<file path="src/rtl/calsec_pkg.sv">
// Shared definitions for the calibrated seconds prescaler.
// Assumes the correction cycle is always 64 minutes long and that
// corrections act at the 256-strobe stage of the divider chain.
package calsec_pkg;
    localparam int LO_BITS     = 8;    // width of the divide-by-256 stage
    localparam int MIN_PER_CYC = 64;   // minutes in one correction cycle
    localparam int MIN_W       = 6;
    localparam int FT_TAP      = 5;    // counter bit whose level changes every 32 strobes

    // Kind of adjustment applied to the second that is running now
    typedef enum logic [1:0] {
        ADJ_NONE  = 2'd0,
        ADJ_SHORT = 2'd1,
        ADJ_LONG  = 2'd2
    } adj_e;
endpackage

</file>
<file path="src/rtl/calsec_lo_stage.sv">
// Divide-by-256 stage. Counts strobes and raises carry on the strobe that
// completes 256 of them. Assumes load_half is only asserted together with
// carry; it restarts the stage at 128 so that 128 extra strobes are inserted.
module calsec_lo_stage
    import calsec_pkg::*;
(
    input  logic               clk,
    input  logic               rst_n,
    input  logic               step,
    input  logic               clr,
    input  logic               load_half,
    output logic               carry
);
    logic [LO_BITS-1:0] lo_q;

    assign carry = step && (lo_q == {LO_BITS{1'b1}});

    // Purpose: advance the 256-strobe count, or restart it at half for a long second
    always_ff @(posedge clk) begin
        if (!rst_n || clr) begin
            lo_q <= '0;
        end else if (step) begin
            if (load_half) lo_q <= {1'b1, {(LO_BITS-1){1'b0}}};
            else           lo_q <= lo_q + 1'b1;
        end
    end
endmodule

</file>
<file path="src/rtl/calsec_hi_stage.sv">
// Upper stage of the seconds chain. Counts carries from the 256-stage.
// A short second ends one carry early. A long second asks the lower stage
// for one extra half pass before it ends. Assumes adj is stable for the
// whole second.
module calsec_hi_stage
    import calsec_pkg::*;
#(
    parameter int DIV_BITS = 15
) (
    input  logic clk,
    input  logic rst_n,
    input  logic carry,
    input  logic clr,
    input  adj_e adj,
    output logic sec_end,
    output logic load_half
);
    localparam int HI_W = DIV_BITS - LO_BITS;
    localparam logic [HI_W-1:0] HI_LAST = {HI_W{1'b1}};

    logic [HI_W-1:0] hi_q;
    logic            ext_q;
    logic [HI_W-1:0] term;
    logic            at_term;

    // Purpose: choose the carry count that ends this second
    always_comb begin
        term    = (adj == ADJ_SHORT) ? HI_LAST - 1'b1 : HI_LAST;
        at_term = (hi_q == term);
    end

    assign sec_end   = carry && (ext_q || (at_term && adj != ADJ_LONG));
    assign load_half = carry && at_term && (adj == ADJ_LONG) && !ext_q;

    // Purpose: count carries and track the extension pass of a long second
    always_ff @(posedge clk) begin
        if (!rst_n || clr) begin
            hi_q  <= '0;
            ext_q <= 1'b0;
        end else if (carry) begin
            if (sec_end) begin
                hi_q  <= '0;
                ext_q <= 1'b0;
            end else if (load_half) begin
                ext_q <= 1'b1;
            end else begin
                hi_q  <= hi_q + 1'b1;
            end
        end
    end
endmodule

</file>
<file path="src/rtl/calsec_cal_seq.sv">
// Correction sequencer. Tracks the second within the minute and the minute
// within the 64-minute cycle. Captures the calibration inputs in reset and
// at each minute boundary, and decides the adjustment for the current second.
module calsec_cal_seq
    import calsec_pkg::*;
#(
    parameter int SECS_PER_MIN = 60
) (
    input  logic             clk,
    input  logic             rst_n,
    input  logic             tick,
    input  logic [4:0]       cal_mag,
    input  logic             cal_pos,
    output adj_e             adj,
    output logic [MIN_W-1:0] minute
);
    localparam int SIDX_W = (SECS_PER_MIN > 1) ? $clog2(SECS_PER_MIN) : 1;
    localparam logic [SIDX_W-1:0] SIDX_LAST = SIDX_W'(SECS_PER_MIN - 1);

    logic [SIDX_W-1:0] sidx_q;
    logic [4:0]        mag_q;
    logic              pos_q;

    // Purpose: step second and minute counters, and capture calibration per minute
    always_ff @(posedge clk) begin
        if (!rst_n) begin
            sidx_q <= '0;
            minute <= '0;
            mag_q  <= cal_mag;
            pos_q  <= cal_pos;
        end else if (tick) begin
            if (sidx_q == SIDX_LAST) begin
                sidx_q <= '0;
                minute <= minute + 1'b1;
                mag_q  <= cal_mag;
                pos_q  <= cal_pos;
            end else begin
                sidx_q <= sidx_q + 1'b1;
            end
        end
    end

    // Purpose: correct the first second of each of the first 2N minutes
    always_comb begin
        adj = ADJ_NONE;
        if (sidx_q == '0 && minute < {mag_q, 1'b0})
            adj = pos_q ? ADJ_SHORT : ADJ_LONG;
    end
endmodule

</file>
<file path="src/rtl/calsec_ftest.sv">
// Frequency-test generator. Free-running strobe counter, independent of the
// correction path, whose tap bit changes level every 32 strobes. The output
// is gated by the test flag, the seconds-read qualifier and the running state.
module calsec_ftest
    import calsec_pkg::*;
(
    input  logic clk,
    input  logic rst_n,
    input  logic step,
    input  logic clr,
    input  logic ftest,
    input  logic sec_rd,
    output logic ftest_out
);
    logic [FT_TAP:0] cnt_q;

    // Purpose: count strobes for the test square wave
    always_ff @(posedge clk) begin
        if (!rst_n || clr) cnt_q <= '0;
        else if (step)     cnt_q <= cnt_q + 1'b1;
    end

    assign ftest_out = ftest && sec_rd && !clr && cnt_q[FT_TAP];
endmodule

</file>
<file path="src/rtl/calsec_prescaler.sv">
// Calibrated seconds prescaler, top level. Chains the 256 stage and the upper
// stage into a seconds divider. The sequencer supplies the correction for each
// second, and a separate counter produces the frequency-test output.
// Assumes DIV_BITS >= 9, so a shortened second is still longer than zero.
module calsec_prescaler
    import calsec_pkg::*;
#(
    parameter int DIV_BITS     = 15,
    parameter int SECS_PER_MIN = 60
) (
    input  logic       clk,
    input  logic       rst_n,
    input  logic       osc_en,
    input  logic [4:0] cal_mag,
    input  logic       cal_pos,
    input  logic       stop,
    input  logic       ftest,
    input  logic       sec_rd,
    output logic       tick_1hz,
    output logic [5:0] minute_idx,
    output logic       ftest_out
);
    logic step;
    logic carry;
    logic load_half;
    adj_e adj;

    assign step = osc_en && !stop;

    calsec_lo_stage u_lo (
        .clk       (clk),
        .rst_n     (rst_n),
        .step      (step),
        .clr       (stop),
        .load_half (load_half),
        .carry     (carry)
    );

    calsec_hi_stage #(.DIV_BITS(DIV_BITS)) u_hi (
        .clk       (clk),
        .rst_n     (rst_n),
        .carry     (carry),
        .clr       (stop),
        .adj       (adj),
        .sec_end   (tick_1hz),
        .load_half (load_half)
    );

    calsec_cal_seq #(.SECS_PER_MIN(SECS_PER_MIN)) u_seq (
        .clk     (clk),
        .rst_n   (rst_n),
        .tick    (tick_1hz),
        .cal_mag (cal_mag),
        .cal_pos (cal_pos),
        .adj     (adj),
        .minute  (minute_idx)
    );

    calsec_ftest u_ft (
        .clk       (clk),
        .rst_n     (rst_n),
        .step      (step),
        .clr       (stop),
        .ftest     (ftest),
        .sec_rd    (sec_rd),
        .ftest_out (ftest_out)
    );
endmodule

</file>
<file path="config.mk">
export PLATFORM = sky130hd
export DESIGN_NAME = calsec_prescaler
export DESIGN_NICKNAME = d
export VERILOG_FILES = /design/src/rtl/calsec_pkg.sv /design/src/rtl/calsec_lo_stage.sv /design/src/rtl/calsec_hi_stage.sv /design/src/rtl/calsec_cal_seq.sv /design/src/rtl/calsec_ftest.sv /design/src/rtl/calsec_prescaler.sv
export SDC_FILE = /design/constraint.sdc
export NUM_CORES = 1
export LEC_CHECK = 0
export CORE_MARGIN = 2
export CORE_UTILIZATION = 49
export DETAILED_ROUTE_END_ITERATION = 6
export GPL_ROUTABILITY_DRIVEN = 1
export GPL_TIMING_DRIVEN = 0
export PLACE_DENSITY = 0.83
export REMOVE_ABC_BUFFERS = 1
export SETUP_SLACK_MARGIN = 0.2
export SLEW_MARGIN = 20
export SYNTH_ARGS = -nofsm -noshare
export SYNTH_HDL_FRONTEND = slang
export SYNTH_SLANG_ARGS = --single-unit
</file>
<file path="constraint.sdc">
create_clock -name clk -period 2.7 [get_ports clk]
set_clock_uncertainty 0.2 [all_clocks]
set_input_delay 0.675 -clock clk [delete_from_list [all_inputs] [get_ports clk]]
set_output_delay 0.675 -clock clk [all_outputs]
set_load 0.005 [all_outputs]
</file>
# Word level (Yosys, flattened, before mapping)
# Cells that the tools add are included.
[totals] regBits=40 latchBits=0 ramBits=0 mem_bits_ro=0 inputBits=12 out_inout_bits=8 elab_cells=60 mem_count=0
[op_classes] addsub=5 mul=0 n_div=0 order_cmp=1 eq_ne=9 shifts=0 n_mux=15 bitwise_logic=0 n_reduce_logical=22
[op_table] cell="$add A6 B1 Y6 const B" n=3
[op_table] cell="$mux W5" n=3
[op_table] cell="$mux W7" n=2
[op_table] cell="$logic_and A1 B1 Y1" n=11
[op_table] cell="$add A8 B1 Y8 const B" n=1
[op_table] cell="$eq A8 B8 Y1 const B" n=1
[op_table] cell="$mux W8" n=1
[op_table] cell="$reduce_and A2 Y1" n=4
[op_table] cell="$add A7 B1 Y7 const B" n=1
[op_table] cell="$eq A7 B7 Y1" n=1
[op_table] cell="$eq A6 B6 Y1 const B" n=1
[op_table] cell="$logic_not A6 Y1" n=1
[op_table] cell="$lt A6 B6 Y1" n=1
[op_table] cell="$mux W1" n=6
[op_table] cell="$mux W6" n=1
[op_table] cell="$mux W2" n=2
[op_table] cell="$ne A2 B1 Y1 const B" n=2
[op_table] cell="$ne A2 B2 Y1 const B" n=2
[op_table] cell="$logic_not A1 Y1" n=3
[op_table] cell="$eq A2 B1 Y1 const B" n=1
[op_table] cell="$eq A2 B2 Y1 const B" n=1
[op_table] cell="$logic_or A1 B1 Y1" n=2
[op_table] cell="$reduce_bool A2 Y1" n=1

# Depth between registers and ports, before layout
# Gate-level depths: netlist (run 1).
[logic_depth] word_depth=11 ltp_mapped=10 depth_no_buf=8

# Cells and area by module
# A second synthesis (run 1) with hierarchy kept.
[unflattened] hier_cells=221 hier_area_um2=2070.7
[by_module_without_submodules] mod="calsec_cal_seq" instances=1 cells_per_inst=89 area_per_inst_um2=892.1 seq_area_each_um2=420.4
[by_module_without_submodules] mod="calsec_hi_stage" instances=1 cells_per_inst=61 area_per_inst_um2=521.8 seq_area_each_um2=160.2
[by_module_without_submodules] mod="calsec_lo_stage" instances=1 cells_per_inst=43 area_per_inst_um2=387.9 seq_area_each_um2=160.2
[by_module_without_submodules] mod="calsec_ftest" instances=1 cells_per_inst=27 area_per_inst_um2=255.2 seq_area_each_um2=120.1
[by_module_without_submodules] mod="calsec_prescaler" instances=1 cells_per_inst=1 area_per_inst_um2=13.8 seq_area_each_um2=0.0

# Least setup slack after synthesis (run 1)
# Ideal clock, no wire load.
[synth_timing] kind="in2reg" start="input port stop" end="register u_seq.mag_q[0] (enable)" setup_ns=0.377 arrival_time_ns=2.312 t_required_ns=2.123 slack_ns=-0.190 cell_stages=7 cell_sequence="and4b_4 nand3_4 a2111oi_4 a221oi_2 buf_6 buf_6 o21ai_0"
[synth_between] elab_chain_len=6
[synth_lines] item="from (decl)" line="calsec_prescaler.sv:16" rtl="input logic stop,"
[synth_lines] item="$logic_not A1 Y1" line="calsec_prescaler.sv:28" rtl="assign step = osc_en && !stop;"
[synth_lines] item="$logic_and A1 B1 Y1" line="calsec_prescaler.sv:28"
[synth_lines] item="$logic_and A1 B1 Y1" line="calsec_lo_stage.sv:16" rtl="assign carry = step && (lo_q == {LO_BITS{1'b1}});"
[synth_lines] item="$logic_and A1 B1 Y1" line="calsec_hi_stage.sv:32" rtl="assign sec_end = carry && (ext_q || (at_term && adj != ADJ_LONG));"
[synth_lines] item="$ne A2 B1 Y1 (no source line)"
[synth_lines] item="$reduce_and A2 Y1 (no source line)"
[synth_lines] item="to (signal assigned)" line="calsec_cal_seq.sv:29" rtl="mag_q <= cal_mag;"
[synth_lines] item="to (signal assigned)" line="calsec_cal_seq.sv:35" rtl="mag_q <= cal_mag;"
[synth_lines] item="to (decl)" line="calsec_cal_seq.sv:21" rtl="logic [4:0] mag_q;"
# No other way between the ends.
# A chain may end at the register's enable or synchronous reset.

# Worst setup path in the final report (run 1)
[layout_timing] start="register u_seq.mag_q[4]" end="register u_seq.minute[2]"
[layout_between] elab_chain_len=10 elab_cells_between_ends=11 cone_classes="order compare (1); eq/ne (3); mux (2); reduce/logical (5)"
[layout_lines] item="$lt A6 B6 Y1 *" line="calsec_cal_seq.sv:46" rtl="if (sidx_q == '0 && minute < {mag_q, 1'b0})"
[layout_lines] item="$logic_and A1 B1 Y1 *" line="calsec_cal_seq.sv:46"
[layout_lines] item="$mux W2 *" line="calsec_cal_seq.sv:46"
[layout_lines] item="$eq A2 B1 Y1" line="calsec_hi_stage.sv:28" rtl="term = (adj == ADJ_SHORT) ? HI_LAST - 1'b1 : HI_LAST;"
[layout_lines] item="$mux W1" line="calsec_hi_stage.sv:28"
[layout_lines] item="$eq A7 B7 Y1" line="calsec_hi_stage.sv:29" rtl="at_term = (hi_q == term);"
[layout_lines] item="$logic_and A1 B1 Y1 *" line="calsec_hi_stage.sv:32"
[layout_lines] item="$logic_or A1 B1 Y1 *" line="calsec_hi_stage.sv:32"
[layout_lines] item="$logic_and A1 B1 Y1 *" line="calsec_hi_stage.sv:32"
[layout_lines] item="$reduce_and A2 Y1 (no source line) *"
[layout_lines] item="to (signal assigned)" line="calsec_cal_seq.sv:34" rtl="minute <= minute + 1'b1;"
[layout_lines] item="to (decl)" line="calsec_cal_seq.sv:15" rtl="output logic [MIN_W-1:0] minute"
# Every way passes the cells marked *; elsewhere a longest branch is shown, timed or not.

==> results of run 1 <==
==> cells by family after synthesis <==
group / Yosys count
AOI/OAI and AO/OA: 31
xor gates and xnor gates: 16
adders and majority gates: 10
buffers and inverters: 13
DFF: 40
muxes: 5
and+or+nand+nor: 102
==> final cells by class <==
type	instances	area, um^2	area share (%)
Tap cell	50	62.56	2.181
Multi-Input combinational cell	164	1380	48.10
Sequential cell	40	863.3	30.09
Inverter	7	26.28	0.9158
Clock buffer	6	82.58	2.878
Clock inverter	2	10.01	0.3489
Timing Repair Buffer	44	444.2	15.48
==> sequential cells by signal (all words and copies together) (netlist names) <==
| name | flops |
|---|---|
| u_lo.lo_q | 8 |
| u_seq.minute | 6 |
| u_hi.ext_q | 1 |
| u_seq.pos_q | 1 |
| u_seq.sidx_q | 6 |
| u_ft.cnt_q | 6 |
| u_seq.mag_q | 5 |
| u_hi.hi_q | 7 |
==> per-stage QoR <==
| step | area (um^2) | worst slack (ns) | instances | power [uW] | hold WS [ns] |
|---|---|---|---|---|---|
| 3_3_place_gp | 2300 | -1.775 | 280 | 684.1 | 0.2702 |
| 3_5_place_dp | 2322 | -0.9358 | 281 | 687.2 | 0.2848 |
| 2_1_floorplan | 2047 | -0.6201 | 211 | 657.4 | 0.2542 |
| 6_report | 2869 | -0.5182 | 313 | 1122 | 0.2960 |
| 4_1_cts | 2683 | -0.4234 | 305 | 1109 | 0.2964 |
| 5_1_grt | 2869 | -0.5684 | 313 | 1158 | 0.3463 |
==> routing by layer <==
layer	routed length [um]	up-vias	track usage (%)
met1	2380	939	23.77
met3	359	23	6.105
met5	0	-	0
met2	3160	84	34.40
li1	-	871	-
met4	233	0	11.76
==> worst max-delay path by stage <==
| stage | to | slack [ns] | depth (start not counted) |
|---|---|---|---|
| 2_1_floorplan | u_seq.mag_q[0]$_DFFE_PP_ | -0.62 | 5 |
| 3_3_place_gp | u_seq.pos_q$_DFFE_PP_ | -1.77 | 6 |
| 3_5_place_dp | u_seq.pos_q$_DFFE_PP_ | -0.94 | 6 |
| 4_1_cts | tick_1hz | -0.42 | 9 |
| 5_1_grt | u_seq.minute[2]$_SDFFE_PN0P_ | -0.57 | 15 |
| 6_report | u_seq.minute[2]$_SDFFE_PN0P_ | -0.52 | 15 |
==> report_power, final <==
part / total, uW / internal [uW] / switching (uW)
Sequential: 618 / 613 / 4.71
Combinational: 72.1 / 32.1 / 40.0
Clock: 432 / 204 / 227
==> cell usage after synthesis, drive strengths merged (2+ instances only) <==
library cell / number / area, um^2
dfxtp: 34 / 680.7
nand2: 25 / 101.4
nor2: 23 / 86.33
nand3: 11 / 67.57
ha: 10 / 125.1
nand2b: 8 / 50.05
nor2b: 8 / 50.05
xnor2: 8 / 70.07
xor2: 8 / 70.07
inv: 7 / 26.28
nand4: 7 / 43.79
edfxtp: 6 / 180.2
a21oi: 4 / 20.02
and4: 4 / 35.03
clkbuf: 4 / 15.01
mux2i: 4 / 40.04
o211ai: 4 / 30.03
a2111oi: 3 / 51.30
a21o: 3 / 22.52
and3: 3 / 18.77
nor3: 3 / 20.02
o21ai: 3 / 15.01
o22ai: 3 / 18.77
and2: 2 / 12.51
and4b: 2 / 23.77
buf: 2 / 22.52
o311ai: 2 / 25.03
o41ai: 2 / 25.03
or4b: 2 / 20.02
==> critical path: cells and delay by family, from the launching register on <==
kind | cells | cell delay (ns)
DFF | 1 | 0.40
and+or+nand+nor | 3 | 0.74
adders and majority gates | 1 | 0.21
buffers and inverters | 8 | 0.96
AOI/OAI and AO/OA | 3 | 0.63
==> repair_timing <==
item,4_1_cts,5_1_grt
cloned,0,0
buffers inserted,16,8
resized for setup,40,26
pin swaps,21,20
endpoints found under the setup margin,33,34
hold endpoints to repair,0,0
==> results.md, run 1 <==
- The flow ran to the end, but the final reports show violations.
- The checks that failed: setup timing.
- The count of TritonRoute iterations in the first routing pass is 4.
- Setup violations remaining at the end of the flow were counted as 34.
- The area overhead of the layout relative to synthesis is 37.63%.
- The primary flip-flop cell chosen by synthesis mapping is dfxtp_1.
- For the worst flop-to-flop path, the logic depth is 15.
- The row count is 23.
- The worst path uses 119.2% of the clock period.
- The HPWL after detailed placement is 2774 um.
- The number of maximum-capacitance constraint violations is 0.
- The most numerous cell type found on the critical path is buf_6.
- The worst-path maximum fanout is 6.
- Counting every instance in the synthesized netlist gives 217.
- The worst setup path is launched from a flop.
- Summing every instance area after synthesis gives 0.002084 mm^2.
- The worst hold path begins at u_lo.lo_q[1]$_SDFFE_PP0P_.
- The number of clock buffers added by TritonCTS is 5.
- The synthesized design contains 6 enable-type register cells.
- The worst-case IR drop observed on VDD is 0.4945 mV.
- Across all layers, the routed design uses 1917 vias.
- The start of the worst register-to-register path is u_seq.mag_q[4]$_DFFE_PP_.
- The hold violation total from the final report was 0.
- The final weighted congestion in routability-driven placement is 0.8129.
- Derived from the worst setup path, the maximum achievable clock frequency is 310.7 MHz.
- For the worst setup path, the data arrival time is 3.26 ns.
- For this run, design rule violations remaining after detail routing come to 0.
- Measured against its own limit, the worst slew margin works out to 38.07%.
- Summed over all layers, the global routing overflow is 0.
- STA classifies the critical path endpoint as a flop.
- The H-tree was split into 2 levels.
- The compound-cell area share of the yosys netlist is 13.39%.
- In the layout the commonest cells are 32 x dfxtp_1, 21 x nand2_1, 17 x nor2_1, 17 x buf_6, 14 x clkdlybuf4s50_1.
- The analysis attributes to cell leakage a power of 0.001069 uW.
- The count of nets left with antenna violations after detail routing is 0.
- After detailed routing, the average wire length per cell comes to 19.60 um.
- The number of nets in the layout is 284.
- CTS saw 40 sinks.
- The filler cell count in the final layout is 248.
- In the synthesized netlist the async set-or-reset flop fraction comes to 0%.
- The worst setup path is of the flop to flop kind.
- The number of antenna repair diodes is 0.
- After synthesis, the share of cell area in mux cells is 2.461%.
- The largest single stage delay on the critical path is 0.53 ns.
- The first global-routing pass estimated 7866 um of wire.
- The Yosys step of the flow raised 0 warnings.
- Setup slack on the critical path of the routed design comes to -0.5182 ns.
- Once the floorplan was initialized, standard cells occupied 51.37% of the core.
- The area enclosed by the die boundary is 0.004792 mm^2.
- The clock-pin slew of the registers on the worst-case setup and hold paths is 0.08 ns.
- The via count of the first global-routing pass came to 1709.
- Of the total synthesized cell area, the portion taken by XOR and XNOR cells is 6.723%.
- The power density of the placed cells is 390.9 mW/mm^2.
- The most common cell after layout, fill and taps aside is dfxtp_1.
- The min-delay analysis places its worst path in the category flop to flop.
- The highest-delay cell along the critical path is or4b_4.
- The critical path goes through inv_2, ha_4, a211oi_2, nand2_1, buf_4, buf_6, buf_6, buf_6, buf_6, buf_6, a2111oi_4, a221oi_4, buf_12, or4b_4, nand2_2.
- The worst hold path passes through 2 cells.
- The capture instance of the worst register-to-register path is u_seq.minute[2]$_SDFFE_PN0P_.
- The mean area per synthesized cell is 9.606 um^2.
- The count of hold-fix buffers inserted at cts is 0.
- The cell sitting at the root of the clock tree is a clkbuf_8.
- The region available for standard cell placement spans 0.004058 mm^2.
- The width of the die is 69.23 um.
- The longest clock path from root to sink contains 2 buffers.
- After synthesis the netlist holds a flip-flop and latch count of 40.
- The layout cell share with drive strength beyond 1 is 27.76%.
- The transition at the pin with the smallest max-transition slack is 0.9290 ns.
- The slack of the worst reg-to-reg path is -0.52 ns.
- The source-to-sink clock delay at the later pin of the worst-skew pair is 0.31 ns.
- Entering global routing, the biggest net connects 23 pins.
- The CTS tree is done.
- The number of buffers inserted by port buffering is 19.
- Setup repair after global routing could not meet its margin everywhere.
- The sequential cell area fraction in the yosys report is 41.30%.
- The worst setup path startpoint is u_seq.mag_q[4]$_DFFE_PP_.
- The final number of max-transition violations is 0.
- Across every metal layer, demand over resource in global routing totals 20.75%.
- For the finished layout, the period the worst path requires is 3.218 ns.
- Counting distinct cell types in the post-synthesis netlist gives 50.
- Summed over all failing endpoints, the final setup total negative slack is -10.38 ns.
- The simple-gate area share of the yosys netlist is 27.07%.
- The fraction of the mapped netlist area in adder cells is 6.002%.
- The number of antenna violations at the first check in global routing is 0.
- The detailed router finished its first iteration with 140 violations.
- At the worst endpoint, the required time is 2.74 ns.
- At the end of the flow the core is filled with cells to 70.71%.
- The number of top-level pins is 20.
- The number of vias per cell is 6.125.
- The floorplan step set the die height to 69.23 um.
- The detailed-route wire length is 6134 um.
- The main combinational cell family by area after synthesis is simple AND/OR/NAND/NOR gates.
- The path with the worst hold slack has its endpoint at u_lo.lo_q[1]$_SDFFE_PP0P_.
No activity file was read; power rests on OpenSTA's default activity.
==> run 2: changes to the inputs <==
Settings changed: CORE_MARGIN 2 to 5.
==> results.md, run 2 (synthesis results as in run 1) <==
- The run finished, with violations left.
- The final reports fail on setup timing.
- The wire length of the first global-routing pass is 7955 um.
- The tightest min-delay check is of the flop to flop type.
- Once placement finished, the instance area stood at 0.002322 mm^2.
- The CTS tree is done.
- Setup violations remaining at the end of the flow were counted as 26.
- In the layout the commonest cells are 30 x dfxtp_1, 22 x nand2_1, 20 x nor2_1, 14 x clkdlybuf4s50_1, 11 x buf_6.
- The register with the most flip-flops in the layout has 8 of them.
- Using the TritonRoute via totals, the vias-per-cell ratio works out to 5.631.
- The number of nets in the layout is 280.
- The signal on the critical path passes through inv_2, ha_4, a211oi_2, nand2_1, a21o_1, mux2_2, a21o_1, and4_1, buf_2.
- The leakage power figure is 0.001045 uW.
- In this run the horizontal extent of the chip is 75.23 um.
- The required time of the worst setup path is 1.82 ns.
- The detailed-route via count is 1740.
- VDD sags by at most 0.3386 mV.
- The register bank with the most flops is u_lo.lo_q.
- The total global-route track usage is 18.49%.
- At the worst endpoint, the arrival time is 2.22 ns.
- Once layout is complete, the utilization of the core stands at 68.21%.
- For this run the aggregate overflow at the end of global routing stands at 0.
- Cells with a size suffix above 1 make up 24.71% of the layout.
- Headroom to the max-slew limit came out at 39.09%.
- The HPWL after detailed placement is 2851 um.
- The largest delay contributor family on the critical path is compound AO/OA/AOI/OAI gates.
- Routability-driven placement finished with a final weighted congestion of 0.7853.
- The source-to-sink clock delay at the later pin of the worst-skew pair is 0.30 ns.
- Fill cells in the final layout number 283.
- In this run, CTS created clock tree buffers numbering 5.
- After detailed routing, the average wire length per cell comes to 15.42 um.
- Across the run, the number of max-cap violations was 0.
- Of the available clock period, the critical path in the final layout requires 114.8%.
- After the first detailed-routing iteration, the DRC count stood at 116.
- STA classifies the critical path endpoint as a primary output.
- The worst setup path is launched from a flop.
- The hold violation total from the final report is 0.
- The total number of H-tree levels is 2.
- After detailed routing, the number of remaining DRC violations is 0.
- The via count of the first global-routing pass was 1723.
- The worst setup path startpoint is u_seq.mag_q[4]$_DFFE_PP_.
- The clock-pin slew of the registers on the worst-case setup and hold paths is 0.08 ns.
- Timing would allow up to 322.6 MHz.
- The count of TritonRoute iterations in the first routing pass is 4.
- Pin placement for this block handled 20 I/O pins.
- In the final layout, the registers with the most flip-flops are u_lo.lo_q x8, u_hi.hi_q x7.
- From synthesis to final layout, the design area changed by 32.77%.
- Of all nets on the critical path, the largest fanout is 2.
- For the final routed database, the setup TNS stands at -7.294 ns.
- The floorplan step defined a core boundary enclosing 0.004058 mm^2.
- For the finished layout, the period the worst path requires is 3.100 ns.
- Summed over all layers, the routed wires come to 4766 um.
- The tree is rooted in a clkbuf_8.
- Once the floorplan was initialized, standard cells occupied 51.37% of the core.
- In this run the critical register-to-register path is launched from u_seq.mag_q[4]$_DFFE_PP_.
- The number of antenna repair diodes is 0.
- The die outline height is 75.23 um.
- The number of antenna violations at the first check in global routing came to 0.
- Leaving out fill and tap cells, the most frequent cell in the layout is dfxtp_1.
- Dividing total power by cell area gives a power density of 426.7 mW/mm^2.
- The kind of critical path is flop to primary output.
- The number of buffers inserted by port buffering is 19.
- Setup repair after global routing could not meet its margin everywhere.
- The clock net sink count is 40.
- Among all stages on the critical path, the largest delay is contributed by edfxtp_1.
- The count of nets left with antenna violations after detail routing is 0.
- Entering global routing, the biggest net connects 23 pins.
- Once routing completed, OpenROAD measured the worst setup slack at -0.3999 ns.
- Counting along the longest clock path gives a buffer depth of 2.
- The number of buffers and inverters on the critical path is 2.
- The finished cells cover 0.002768 mm^2.
- The origin of the worst min-delay path is u_ft.cnt_q[5]$_SDFFE_PP0P_.
- The area enclosed by the die boundary is 0.005659 mm^2.
- The final number of max-transition violations is 0.
- After floorplanning, the core was divided into 23 placement rows.
- The largest incremental delay on the critical path is 0.38 ns.
- The most prevalent standard cell on the critical path is a21o_1.
- The transition at the pin with the smallest max-transition slack is 0.9136 ns.
## run 2: cell count changes in the layout (fill, tap and decap cells not counted), sizes merged
cell,before,now
clkinv,2,1
inv,7,8
bufinv,0,1
buf,26,22
clkbuf,6,5
## run 2: final cells by class
| cell class | count | area, um^2 | share of cell area [%] |
|---|---|---|---|
| repair buffers | 40 | 379.1 | 13.70 |
| well taps | 50 | 62.56 | 2.260 |
| clock buffers | 5 | 68.82 | 2.486 |
| inverters | 7 | 26.28 | 0.9494 |
| multi-input cells | 164 | 1324 | 47.83 |
| clock inverters | 3 | 41.29 | 1.492 |
| flip-flops and latches | 40 | 865.8 | 31.28 |
## run 2: worst register-to-register path: stages (launching register included)
cell       delay [ns]
edfxtp_1         0.38
inv_2            0.09
ha_4             0.21
a211oi_2         0.18
nand2_1          0.11
buf_4            0.15
buf_6            0.10
buf_6            0.10
buf_6            0.11
buf_6            0.10
buf_6            0.12
a2111oi_4        0.29
a221oi_4         0.12
buf_6            0.16
or4b_1           0.49
nand2_1          0.07
## run 2: stage by stage
stage | hold slack (ns) | setup WS [ns] | total power (uW) | instances
3_3_place_gp | 0.2697 | -1.769 | 684.1 | 280
4_1_cts | 0.2945 | -0.4182 | 1182 | 304
6_report | 0.2871 | -0.3999 | 1181 | 309
5_1_grt | 0.3314 | -0.4899 | 1221 | 309
3_5_place_dp | 0.2811 | -0.9922 | 687.2 | 281
2_1_floorplan | 0.2542 | -0.6201 | 657.4 | 211
## run 2: layer usage
metal | share of wire [%] | vias to the layer above | global-route usage, %
met1 | 42 | 829 | 21.77
met5 | 0 | - | 0
met2 | 53 | 32 | 33.17
met4 | 1.1 | 0 | 6.019
met3 | 3.9 | 7 | 4.139
li1 | - | 872 | -
## run 2: what timing repair did
action | CTS | global route
pin swaps | 13 | 7
buffers inserted | 15 | 5
hold buffers | 0 | 0
endpoints found under the setup margin | 33 | 34
gates resized for setup | 43 | 9
## run 2: report_power, final
| group | switching (uW) | total, uW | internal (uW) | leakage [uW] |
|---|---|---|---|---|
| logic | 37.4 | 69.1 | 31.7 | 0.000652 |
| clock network | 220 | 494 | 274 | 0.0000585 |
| registers | 4.15 | 617 | 613 | 0.000335 |
| total | 262 | 1180 | 919 | 0.00105 |
## run 2: worst paths after layout
| check | end | slack [ns] | cells past startpoint |
|---|---|---|---|
| worst max-delay path | tick_1hz | -0.40 | 9 |
| worst min-delay path | u_ft.cnt_q[5]$_SDFFE_PP0P_ | 0.29 | 2 |
| worst max register to register | u_seq.minute[3]$_SDFFE_PN0P_ | -0.36 | 15 |
| worst min register to register | u_ft.cnt_q[5]$_SDFFE_PP0P_ | 0.29 | 2 |
==> run 3: changes to the inputs <==
Settings changed: CORE_UTILIZATION 49 to 34, PLACE_DENSITY 0.83 to 0.64.
==> results.md, run 3 (synthesis results as in run 1) <==
- Using the TritonRoute via totals, the vias-per-cell ratio works out to 5.162.
- In the layout the commonest cells are 32 x dfxtp_1, 23 x nand2_1, 18 x nor2_1, 16 x buf_6, 14 x clkdlybuf4s50_1.
- The clock-pin slew of the registers on the worst-case setup and hold paths is 0.08 ns.
- The final weighted congestion in routability-driven placement is 0.7969.
- The number of placed cells counting well taps is 306.
- The count of nets left with antenna violations after detail routing is 0.
- The largest buffer count on any clock path is 2.
- The area enclosed by the die boundary is 0.007797 mm^2.
- The final cycle utilization of the critical path is 112.7%.
- After global routing the overflow that remains totals 0.
- Max-cap violations in this run came to 0.
- The largest single stage delay on the critical path is 0.39 ns.
- The most numerous cell type found on the critical path is a21o_1.
- The die outline height is 88.30 um.
- The register area is 865.8 um^2.
- The number of antenna violations at the first check in global routing is 0.
- The final number of max-transition violations was 0.
- After detailed routing, the average wire length per cell comes to 13.55 um.
- For this block, the initial DRC count from the detailed router was 82.
- The type of element launching the critical path is a flop.
- STA classifies the critical path endpoint as a primary output.
- The source-to-sink clock delay at the later pin of the worst-skew pair is 0.29 ns.
- The highest achievable clock rate is 328.5 MHz.
- The tightest min-delay check is of the flop to flop type.
- For this design the static power due to leakage is 0.001085 uW.
- The multi-input gate area in the final layout is 0.001356 mm^2.
- The power density of the placed cells is 391.0 mW/mm^2.
- Compared with the post-synthesis result, the final layout area differs by 38.96%.
- The number of buffers inserted during clock tree synthesis is 5.
- The highest-delay cell along the critical path is edfxtp_1.
- The checks that failed: setup timing.
- Across all hold checks on the routed design, the worst slack comes to 0.2900 ns.
- The initial utilization of the core area, before any placement, comes to 35.00%.
- The worst path in the final design needs a cycle of 3.044 ns, including I/O delays and setup.
- The layout has 535 filler cells.
- The register bank with the most flops is u_lo.lo_q.
- The count of TritonRoute iterations in the first routing pass is 4.
- STA puts the critical path data required time at 1.82 ns.
- The wire length of the first global-routing pass is 8079 um.
- The flow ran to the end, but the final reports show violations.
- The worst-path maximum fanout is 2.
- The total global-route track usage is 13.10%.
- After detailed routing, the number of remaining DRC violations is 0.
- Clock tree synthesis found a total of 40 sinks.
- The H-tree was split into 2 levels.
- The number of antenna repair diodes is 0.
- The via count of the first global-routing pass was 1690.
- The transition at the pin with the smallest max-transition slack is 0.9373 ns.
- The worst endpoint data arrival time is 2.17 ns.
- After layout, the worst setup slack is -0.3441 ns.
- After floorplanning, the core was sized to cover 0.005956 mm^2.
- The number of top-level pins is 20.
- The routed design has 4594 um of wire.
- Walking the worst path, the cells encountered are inv_2, ha_4, a211oi_2, nand2_1, a21o_1, mux2_2, a21o_1, and4_1, buf_2.
- The setup path with the least slack is of type flop to primary output.
- The number of flip-flops under the largest register name is 8.
- After legalization and detailed placement, the total HPWL measured 2801 um.
- The hold violation total from the final report was 0.
- The largest delay contributor family on the critical path is compound AO/OA/AOI/OAI gates.
- The number of buffers inserted by port buffering is 19.
- The worst pin sits at a relative slew slack of 37.52%.
- The count of hold-fix buffers inserted at cts is 0.
- The detailed-route via count is 1750.
- In the final layout, the registers with the most flip-flops are u_lo.lo_q x8, u_hi.hi_q x7.
- The library cell used as clock root buffer is clkbuf_8.
- TritonCTS built the clock tree.
- The final instance count without filler cells is 339.
- The maximum vdd drop is 0.3291 mV.
- Leaving out fill and tap cells, the most frequent cell in the layout is dfxtp_1.
- Together, buffers and inverters on the worst path number 2.
- The post-route netlist has 26.89% of its cells at a drive strength greater than 1.
- Cells fill 48.63% of the core in the end.
- After the last flow step, the layout net total stands at 285.
- The die is 88.30 um wide.
- Entering global routing, the biggest net connects 23 pins.
- Setup violations remaining at the end of the flow were counted as 26.
- Setup repair after global routing could not meet its margin everywhere.
- The floorplan has 28 rows.
[run 3: cell count changes in the layout (fill, tap and decap cells not counted), moves of 2 or more]
cell and delta:
buf_6 +5, dfxtp_1 +2, dfxtp_2 -3, nor2_1 -2
[run 3: what timing repair did]
item	in CTS	in global routing
buffers inserted	23	2
gates resized for setup	52	11
pin swaps	35	12
setup endpoints to repair	35	34
[run 3: per-stage QoR]
step	setup TNS (ns)	total power, uW	worst slack (ns)	cell area, um^2
2_1_floorplan	-6.610	657.4	-0.6201	2047
3_3_place_gp	-36.62	685.7	-1.892	2331
3_5_place_dp	-19.42	686.7	-1.138	2354
4_1_cts	-6.167	1148	-0.4216	2830
5_1_grt	-8.292	1189	-0.4713	2897
6_report	-4.489	1132	-0.3441	2897
[run 3: worst paths after layout]
| path | from | endpoint | slack (ns) | cells after the start |
|---|---|---|---|---|
| setup reg to reg | u_seq.mag_q[4]$_DFFE_PP_ | u_seq.sidx_q[0]$_SDFFE_PN0N_ | -0.27 | 17 |
| hold reg to reg | u_ft.cnt_q[5]$_SDFFE_PP0P_ | u_ft.cnt_q[5]$_SDFFE_PP0P_ | 0.29 | 2 |
| hold / removal | u_ft.cnt_q[5]$_SDFFE_PP0P_ | u_ft.cnt_q[5]$_SDFFE_PP0P_ | 0.29 | 2 |
| setup / recovery | u_seq.mag_q[4]$_DFFE_PP_ | tick_1hz | -0.34 | 9 |
[run 3: metal layers]
layer	vias up	wire length [um]	global-route usage, %	part of all wire, %
met5	-	0	0	0
met1	840	2068	16.00	45
met4	0	89	4.670	1.9
met2	24	2293	22.50	50
met3	7	142	3.073	3.1
li1	879	-	-	-
[run 3: area by class of cell]
| class | instances | area share, % |
|---|---|---|
| multi-input combinational | 164 | 46.82 |
| sequential | 40 | 29.89 |
| timing repair buffer | 45 | 15.46 |
| clock buffer | 6 | 3.240 |
| tap | 75 | 3.240 |
| inverter | 7 | 0.9071 |
| clock inverter | 2 | 0.4320 |
[run 3: power by group]
part | total (uW) | leakage (uW) | internal (uW) | switching (uW)
Combinational | 66.4 | 0.000699 | 31.2 | 35.3
Sequential | 616 | 0.000334 | 612 | 3.91
Clock | 450 | 0.0000523 | 236 | 214
Total | 1130 | 0.00109 | 880 | 253
[run 3: worst register-to-register path, stage by stage (launching register included)]
cell and delay (ns):
edfxtp_1 0.39, inv_2 0.08, ha_4 0.19, a211oi_2 0.18, nand2_1 0.10, buf_4 0.15
buf_6 0.10, buf_6 0.10, buf_6 0.10, buf_6 0.10, buf_6 0.11, a2111oi_4 0.25
a221oi_4 0.09, buf_6 0.17, buf_4 0.14, buf_6 0.11, and2_1 0.14, o21a_1 0.17
